### config.mk
export PLATFORM = sky130hd
export DESIGN_NAME = nest_loop_engine
export DESIGN_NICKNAME = d
export VERILOG_FILES = /design/src/rtl/nest_loop_engine.sv
export SDC_FILE = /design/constraint.sdc
export NUM_CORES = 1
export LEC_CHECK = 0
export ABC_AREA = 1
export BUFFER_PORTS_ARGS = -buffer_cell sky130_fd_sc_hd__buf_2
export CAP_MARGIN = 20
export CORE_MARGIN = 10
export CORE_UTILIZATION = 38
export DETAILED_ROUTE_END_ITERATION = 7
export PLACE_DENSITY = 0.62
export SETUP_SLACK_MARGIN = 0.05
export SLEW_MARGIN = 10
export SYNTH_ARGS = -nofsm -noshare
export SYNTH_HDL_FRONTEND = slang
export SYNTH_SLANG_ARGS = --single-unit
### constraint.sdc
create_clock -name clk -period 8.2 [get_ports clk]
set_input_delay 1.23 -clock clk [delete_from_list [all_inputs] [get_ports clk]]
set_output_delay 1.23 -clock clk [all_outputs]
set_load 0.02 [all_outputs]
### src/rtl/nest_loop_engine.sv
module nest_loop_engine #(
  parameter int W       = 16,
  parameter int I_FIRST = 3,
  parameter int I_LIMIT = 105,
  parameter int J_LIMIT = 102,
  parameter int J_STEP  = 3
) (
  input  logic         clk,
  input  logic         rst_n,
  input  logic [W-1:0] a,
  input  logic [W-1:0] b,
  input  logic [W-1:0] c,
  input  logic [W-1:0] d,
  input  logic         start,
  output logic [W-1:0] g,
  output logic [W-1:0] h,
  output logic         done
);
  localparam int IW = $clog2(I_LIMIT + 1);
  localparam int JW = W + 2;
  localparam int CW = $clog2(W);
  localparam logic signed [JW-1:0] JLIM = JW'(J_LIMIT);

  typedef enum logic [1:0] {S_IDLE, S_OUTER, S_INNER, S_MOD} st_t;

  st_t                 st;
  logic [W-1:0]        ra, rc, quo, rem;
  logic signed [W-1:0] rb;
  logic [IW-1:0]       i;
  logic signed [JW-1:0] j;
  logic [CW-1:0]       k;

  logic unused_d;
  assign unused_d = ^d;

  wire odd      = ^ra;
  wire inner_go = (j <= JLIM);

  logic signed [W-1:0] i_s, m1, mx;
  assign i_s = $signed({{(W-IW){1'b0}}, i});
  assign m1  = ($signed(rc) > i_s) ? $signed(rc) : i_s;
  assign mx  = (m1 > rb) ? m1 : rb;

  logic [W:0]   t, iext, diff;
  logic [W-1:0] rem_nx;
  assign t      = {rem, quo[W-1]};
  assign iext   = {{(W+1-IW){1'b0}}, i};
  assign diff   = t - iext;
  assign rem_nx = (t >= iext) ? diff[W-1:0] : t[W-1:0];

  always_ff @(posedge clk or negedge rst_n) begin
    if (!rst_n) begin
      st <= S_IDLE;
      g <= '0; h <= '0; done <= 1'b0;
      ra <= '0; rb <= '0; rc <= '0; quo <= '0; rem <= '0;
      i <= '0; j <= '0; k <= '0;
    end else begin
      case (st)
        S_IDLE: if (start) begin
          ra <= a; rb <= b; rc <= c;
          i <= IW'(I_FIRST);
          done <= 1'b0;
          st <= S_OUTER;
        end
        S_OUTER: if (i == IW'(I_LIMIT)) begin
          done <= 1'b1;
          st <= S_IDLE;
        end else begin
          j <= {{(JW-W){rb[W-1]}}, rb};
          st <= S_INNER;
        end
        S_INNER: if (inner_go) begin
          if (odd) begin
            rem <= '0;
            quo <= rc;
            k <= CW'(W-1);
            st <= S_MOD;
          end else begin
            h <= mx;
            j <= j + JW'(J_STEP);
          end
        end else begin
          i <= i + 1'b1;
          st <= S_OUTER;
        end
        S_MOD: begin
          rem <= rem_nx;
          quo <= quo << 1;
          if (k == '0) begin
            g <= rem_nx;
            j <= j + JW'(J_STEP);
            st <= S_INNER;
          end else begin
            k <= k - 1'b1;
          end
        end
        default: st <= S_IDLE;
      endcase
    end
  end

  AST_I_IN_RANGE: assert property (@(posedge clk) disable iff (!rst_n)
    (st != S_IDLE) |-> (i >= IW'(I_FIRST) && i <= IW'(I_LIMIT)));
  AST_REM_BELOW_I: assert property (@(posedge clk) disable iff (!rst_n)
    (st == S_MOD && k == '0) |=> (g < {{(W-IW){1'b0}}, i}));
  AST_DONE_ONLY_IDLE: assert property (@(posedge clk) disable iff (!rst_n)
    done |-> (st == S_IDLE));
  AST_DONE_AFTER_OUTER: assert property (@(posedge clk) disable iff (!rst_n)
    $rose(done) |-> ($past(st) == S_OUTER));
  AST_IDLE_HOLDS: assert property (@(posedge clk) disable iff (!rst_n)
    (st == S_IDLE && $past(st) == S_IDLE) |-> ($stable(g) && $stable(h)));
  AST_BUSY_KEEPS_OPS: assert property (@(posedge clk) disable iff (!rst_n)
    (st != S_IDLE) |=> ($stable(ra) && $stable(rb) && $stable(rc)));
endmodule

Word level (Yosys, flattened, before mapping)
Cells that the tools add are included.
{"block": "classes", "addsub": 4, "order_cmp": 4, "eq_ne": 14, "muxes": 30, "bitwise": 1, "reduce_logical": 16}
{"cell": "two-way mux 16 bit", "n": 7}
{"cell": "two-way mux 18 bit", "n": 4}
{"cell": "case mux 16 bit (2 select lines)", "n": 2}
{"cell": "case mux 18 bit (3 select lines)", "n": 1}
{"cell": "adder 18 x 3 -> 18 bit, second input constant", "n": 1}
{"cell": "<= comparator 18 x 8 -> 1 bit, second input constant", "n": 1}
{"cell": "inequality test 2 bit, second input constant", "n": 9}
{"cell": "greater-or-equal comparator 17 x 7 -> 1 bit", "n": 1}
{"cell": "greater-than comparator 16 bit", "n": 1}
{"cell": "greater-than comparator 16 x 8 -> 1 bit", "n": 1}
{"cell": "parity 16 bit", "n": 1}
{"cell": "subtractor 16 x 7 -> 16 bit", "n": 1}
{"cell": "AND reduction 3 bit", "n": 5}
{"cell": "two-way mux 7 bit", "n": 2}
{"cell": "case mux 7 bit (2 select lines)", "n": 1}
{"cell": "two-way mux 4 bit", "n": 3}
{"cell": "two-way mux 2 bit", "n": 5}
{"cell": "case mux 2 bit (4 select lines)", "n": 1}
{"cell": "case mux 4 bit (2 select lines)", "n": 1}
{"cell": "adder 7 x 1 -> 7 bit, second input constant", "n": 1}
{"cell": "== test 7 bit, second input constant", "n": 1}
{"cell": "nonzero test 2 bit", "n": 3}
{"cell": "AND reduction 5 bit", "n": 1}
{"cell": "== test 2 bit, second input constant", "n": 2}
{"cell": "11 further kinds", "n": 13}
{"block": "totals", "reg_bits": 144, "out_inout_bits": 33, "word_cells": 81}

Logic depth before layout (Yosys ltp)
{"block": "depth", "ltp_word": 4, "mapped_depth": 26, "depth_no_buf": 25}

Worst setup path after synthesis
No wires, ideal clock.
{"block": "synth_timing", "kind": "reg-to-reg", "startpoint": "reg i[1]", "endpoint": "reg h[12]", "arrival_time_ns": 2.804, "slack_ns": 5.279, "stages_incl_launch_ff": 22, "cell_sequence": "dfrtp_1 -> inv_1 -> ha_1 -> nand2_1 -> inv_1 -> nand2_1 -> nor2_1 -> a21oi_2 -> buf_2 -> nand3_1 -> nand2_1 -> inv_1 -> ha_1 -> nand2_1 -> inv_1 -> nand3_1 -> nor3_1 -> nand2_1 -> clkbuf_1 -> nand4_1 -> nand3_1 -> nand2_1"}
{"block": "synth_between", "elab_chain_len": 4}
{"element": "from (decl)", "line": "29", "rtl": "logic [IW-1:0] i;"}
{"element": "from (signal assigned)", "line": "61", "rtl": "i <= IW'(I_FIRST);"}
{"element": "from (signal assigned)", "line": "83", "rtl": "i <= i + 1'b1;"}
{"element": "greater-than comparator 16 x 8 -> 1 bit", "line": "41", "rtl": "assign m1 = ($signed(rc) > i_s) ? $signed(rc) : i_s;"}
{"element": "two-way mux 16 bit *", "line": "41"}
{"element": "greater-than comparator 16 bit", "line": "42", "rtl": "assign mx = (m1 > rb) ? m1 : rb;"}
{"element": "two-way mux 16 bit *", "line": "42"}
{"element": "to (signal assigned)", "line": "79", "rtl": "h <= mx;"}
{"element": "to (decl)", "line": "16", "rtl": "output logic [W-1:0] h,"}
Every way passes the cells marked *; elsewhere a longest branch is shown, timed or not.
A chain may end at the register's enable or synchronous reset.

Worst setup path after layout
{"block": "layout_timing", "startpoint": "reg i[6]", "endpoint": "reg h[13]"}
Same word-level chain as after synthesis.

==> results.py <==
metrics = {
    "place": {
        "routabilityCongestion": 0.9026,
        "port_buffers": 83,
        "hpwlAfterDp_um": 15830,
    },
    "worst_setup_path": {
        "critPathArrivalTime_ns": 4.31,
        "cp-start-kind": "flop",
        "critPathLaunch": "i[6]",
        "end_kind": "flop",
        "path_max_fanout": 16,
        "r2r-start": "i[6]",
        "cp_data_required_time_ns": 8.51,
        "worstSetupPathType": "reg2reg",
    },
    "grt": {
        "grt_usage_pct": 15.28,
        "gr-total-overflow": 0,
        "antenna_found_initial": 0,
        "grt_max_degree": 86,
        "grt_pass1_vias": 7431,
        "grt_pass1_wl_um": 36300,
    },
    "hold_path": {
        "hold_class": "reg2reg",
        "hp-start": "h[5]",
    },
    "job": {
        "cap_violations": 0,
    },
    "layout": {
        "synthToLayoutAreaGrowth_pct": 13.44,
        "antenna_cells": 0,
        "layout_common_cells": "nand2_1 (411), inv_1 (145), dfrtp_1 (144)",
        "drive_above_1_share_pct": 14.21,
        "nets": 1350,
        "final_common_cell": "nand2_1",
    },
    "timing": {
        "period_minus_slack_ns": 3.995,
        "max-slew-margin-rel_pct": 45.44,
        "tightestPinTransition_ns": 0.8184,
        "fin_worst_skew_ns": 0.009080,
        "timing.fmax_mhz": 250.3,
        "slew_violations": 0,
        "grt_setup_unrepaired": "no",
        "tns_ns": 0,
        "finalCritPeriodShare_pct": 48.72,
        "setup_viol": 0,
        "hold_viol_final": 0,
    },
    "yosys": {
        "synthCells": 1180,
        "synthFlopType": "dfrtp_1",
        "syn_area_per_cell_um2": 7.408,
        "synth.area.top_cells": "dfrtp_1 (41%), nand2_1 (18%), inv_1 (6.2%)",
        "synth_async_sr_flop_share_pct": 100.0,
        "syn_nets": 1283,
        "syn_area_um2": 8741,
        "yosys_warnings": 0,
        "ys_types": 49,
        "synth-edff-count": 0,
        "synth_seq_cells": 144,
        "synth_top_area_share_pct": 41.23,
        "synth_top_cell_by_area": "dfrtp_1",
        "yosysSeqAreaShare_pct": 41.23,
    },
    "power": {
        "irDropWorstVdd_mv": 0.2019,
        "leakage_nw": 5.181,
        "powerDensity_nw_per_um2": 458.3,
        "total_power_w": 0.004544,
    },
    "detailed_routing": {
        "first_pass_iters": 5,
        "wl_um": 21730,
        "drt_iter0_drc": 526,
        "wl_per_cell_um": 14.07,
        "ant_nets": 0,
        "vias": 7601,
        "drc_errors": 0,
        "routed_via_density": 4.920,
    },
    "clock_tree": {
        "cts_made_buffers": 17,
        "hold_buffers": 0,
        "cts_tree": "built",
        "clk_pin_slew_ns": 0.06,
        "post_cts_buffers": 0,
        "clkLatencyLatePin_ns": 0.43,
        "clock-sinks": 144,
        "htreeDepth": 4,
        "cts_resized": 0,
        "cts.path.max_buffers": 2,
        "clock-root-buffer": "clkbuf_16",
    },
    "floorplanning": {
        "dieArea_um2": 29470,
        "fp.dieH_um": 171.7,
        "coreArea_um2": 22640,
        "pin_count": 100,
        "initial_utilization_pct": 38.61,
        "die_x_um": 171.7,
        "core.rowCount": 55,
    },
    "outcome": {
        "status": "completed",
    },
}
power breakdown:
| group | switching, W | internal (W) |
|---|---|---|
| clock | 0.000315 | 0.000446 |
| sequential | 0.000259 | 0.00104 |
| combinational | 0.00165 | 0.000835 |
synthesized netlist by cell type, types with 4 or more instances:
| cell | count |
|---|---|
| buf_4 | 4 |
| nand2_1 | 411 |
| inv_2 | 7 |
| nand3_1 | 89 |
| buf_6 | 6 |
| nand4_1 | 26 |
| nor2_1 | 50 |
| xor2_1 | 15 |
| inv_1 | 145 |
| xnor2_1 | 9 |
| nand2_2 | 9 |
| dfrtp_1 | 144 |
| nand3b_1 | 6 |
| nor3_1 | 11 |
| o21ai_0 | 83 |
| nor4_1 | 6 |
| buf_2 | 12 |
| ha_1 | 35 |
| o21ai_1 | 19 |
| a21oi_1 | 14 |
| clkbuf_1 | 15 |
| o21ai_2 | 22 |
worst max-delay path, stage by stage, from the launching register on:
cell and delay [ns]:
dfrtp_1 0.39, inv_1 0.22, ha_1 0.31, nand4_1 0.12, nor2_1 0.06, a21oi_2 0.52, nand2_1 0.31, nand2_1 0.13
nand2_1 0.12, inv_1 0.08, ha_1 0.23, nand2_1 0.07, nand2_1 0.05, nand2_1 0.05, nand2_1 0.05, nand2_1 0.10
nand4_2 0.42, nand3_4 0.38, nand2_1 0.08, nand3_1 0.11, nand2_1 0.07
layer usage:
layer	track usage, %	up-vias	wire length, um
met5	0	-	0
met1	19.80	3506	10370
met3	2.796	24	869
met4	5.217	0	381
li1	-	3907	-
met2	25.04	164	10110
per-stage QoR:
| step | util (%) | setup WS [ns] | hold WS (ns) | cell area [um2] | std cells |
|---|---|---|---|---|---|
| floorplan | - | 5.279 | 0.4530 | 8741 | 1180 |
| global placement | 41.15 | 4.272 | 0.4601 | 9316 | 1512 |
| detailed placement | 41.15 | 4.249 | 0.4596 | 9316 | 1512 |
| CTS | 43.68 | 4.216 | 0.4767 | 9888 | 1544 |
| global route | 43.80 | 3.721 | 0.4958 | 9916 | 1545 |
| finish | 43.80 | 4.205 | 0.4716 | 9916 | 1545 |
registers in the layout (all words and copies together), names as in the netlist:
| signal | flops |
|---|---|
| j | 18 |
| g | 16 |
| h | 16 |
| quo | 16 |
| ra | 16 |
| rb | 16 |
| rc | 16 |
| rem | 16 |
| i | 7 |
| k | 4 |
| st | 2 |
| done | 1 |
final cells by class:
class / count / area (um2)
fill: 2279 / 12720
multi-input combinational: 844 / 4333
sequential: 144 / 3603
inverter: 153 / 579.3
timing repair buffer: 87 / 471.7
clock buffer: 18 / 429.2
tap: 285 / 356.6
clock inverter: 14 / 142.6
cells by family after synthesis:
family / count (synthesis) / share of synthesized area [%]
AOI/OAI and AO/OA: 158 / 10.71
DFF: 144 / 41.23
other: 1 / 0.04290
adders and majority gates: 36 / 5.239
and+or+nand+nor: 625 / 31.09
xor gates and xnor gates: 24 / 2.405
buffers and inverters: 192 / 9.290
path summary, 6_finish.rpt:
kind                          to  slack [ns]  depth (start not counted)
min in group asynchronous  g[11]        0.79                          1
min reg2reg                 h[5]        0.47                          2
max in group asynchronous   h[2]        6.33                          3
max reg2reg                h[13]        4.20                         20
max                        h[13]        4.20                         20
min                         h[5]        0.47                          2
No activity file was read; power rests on OpenSTA's default activity.
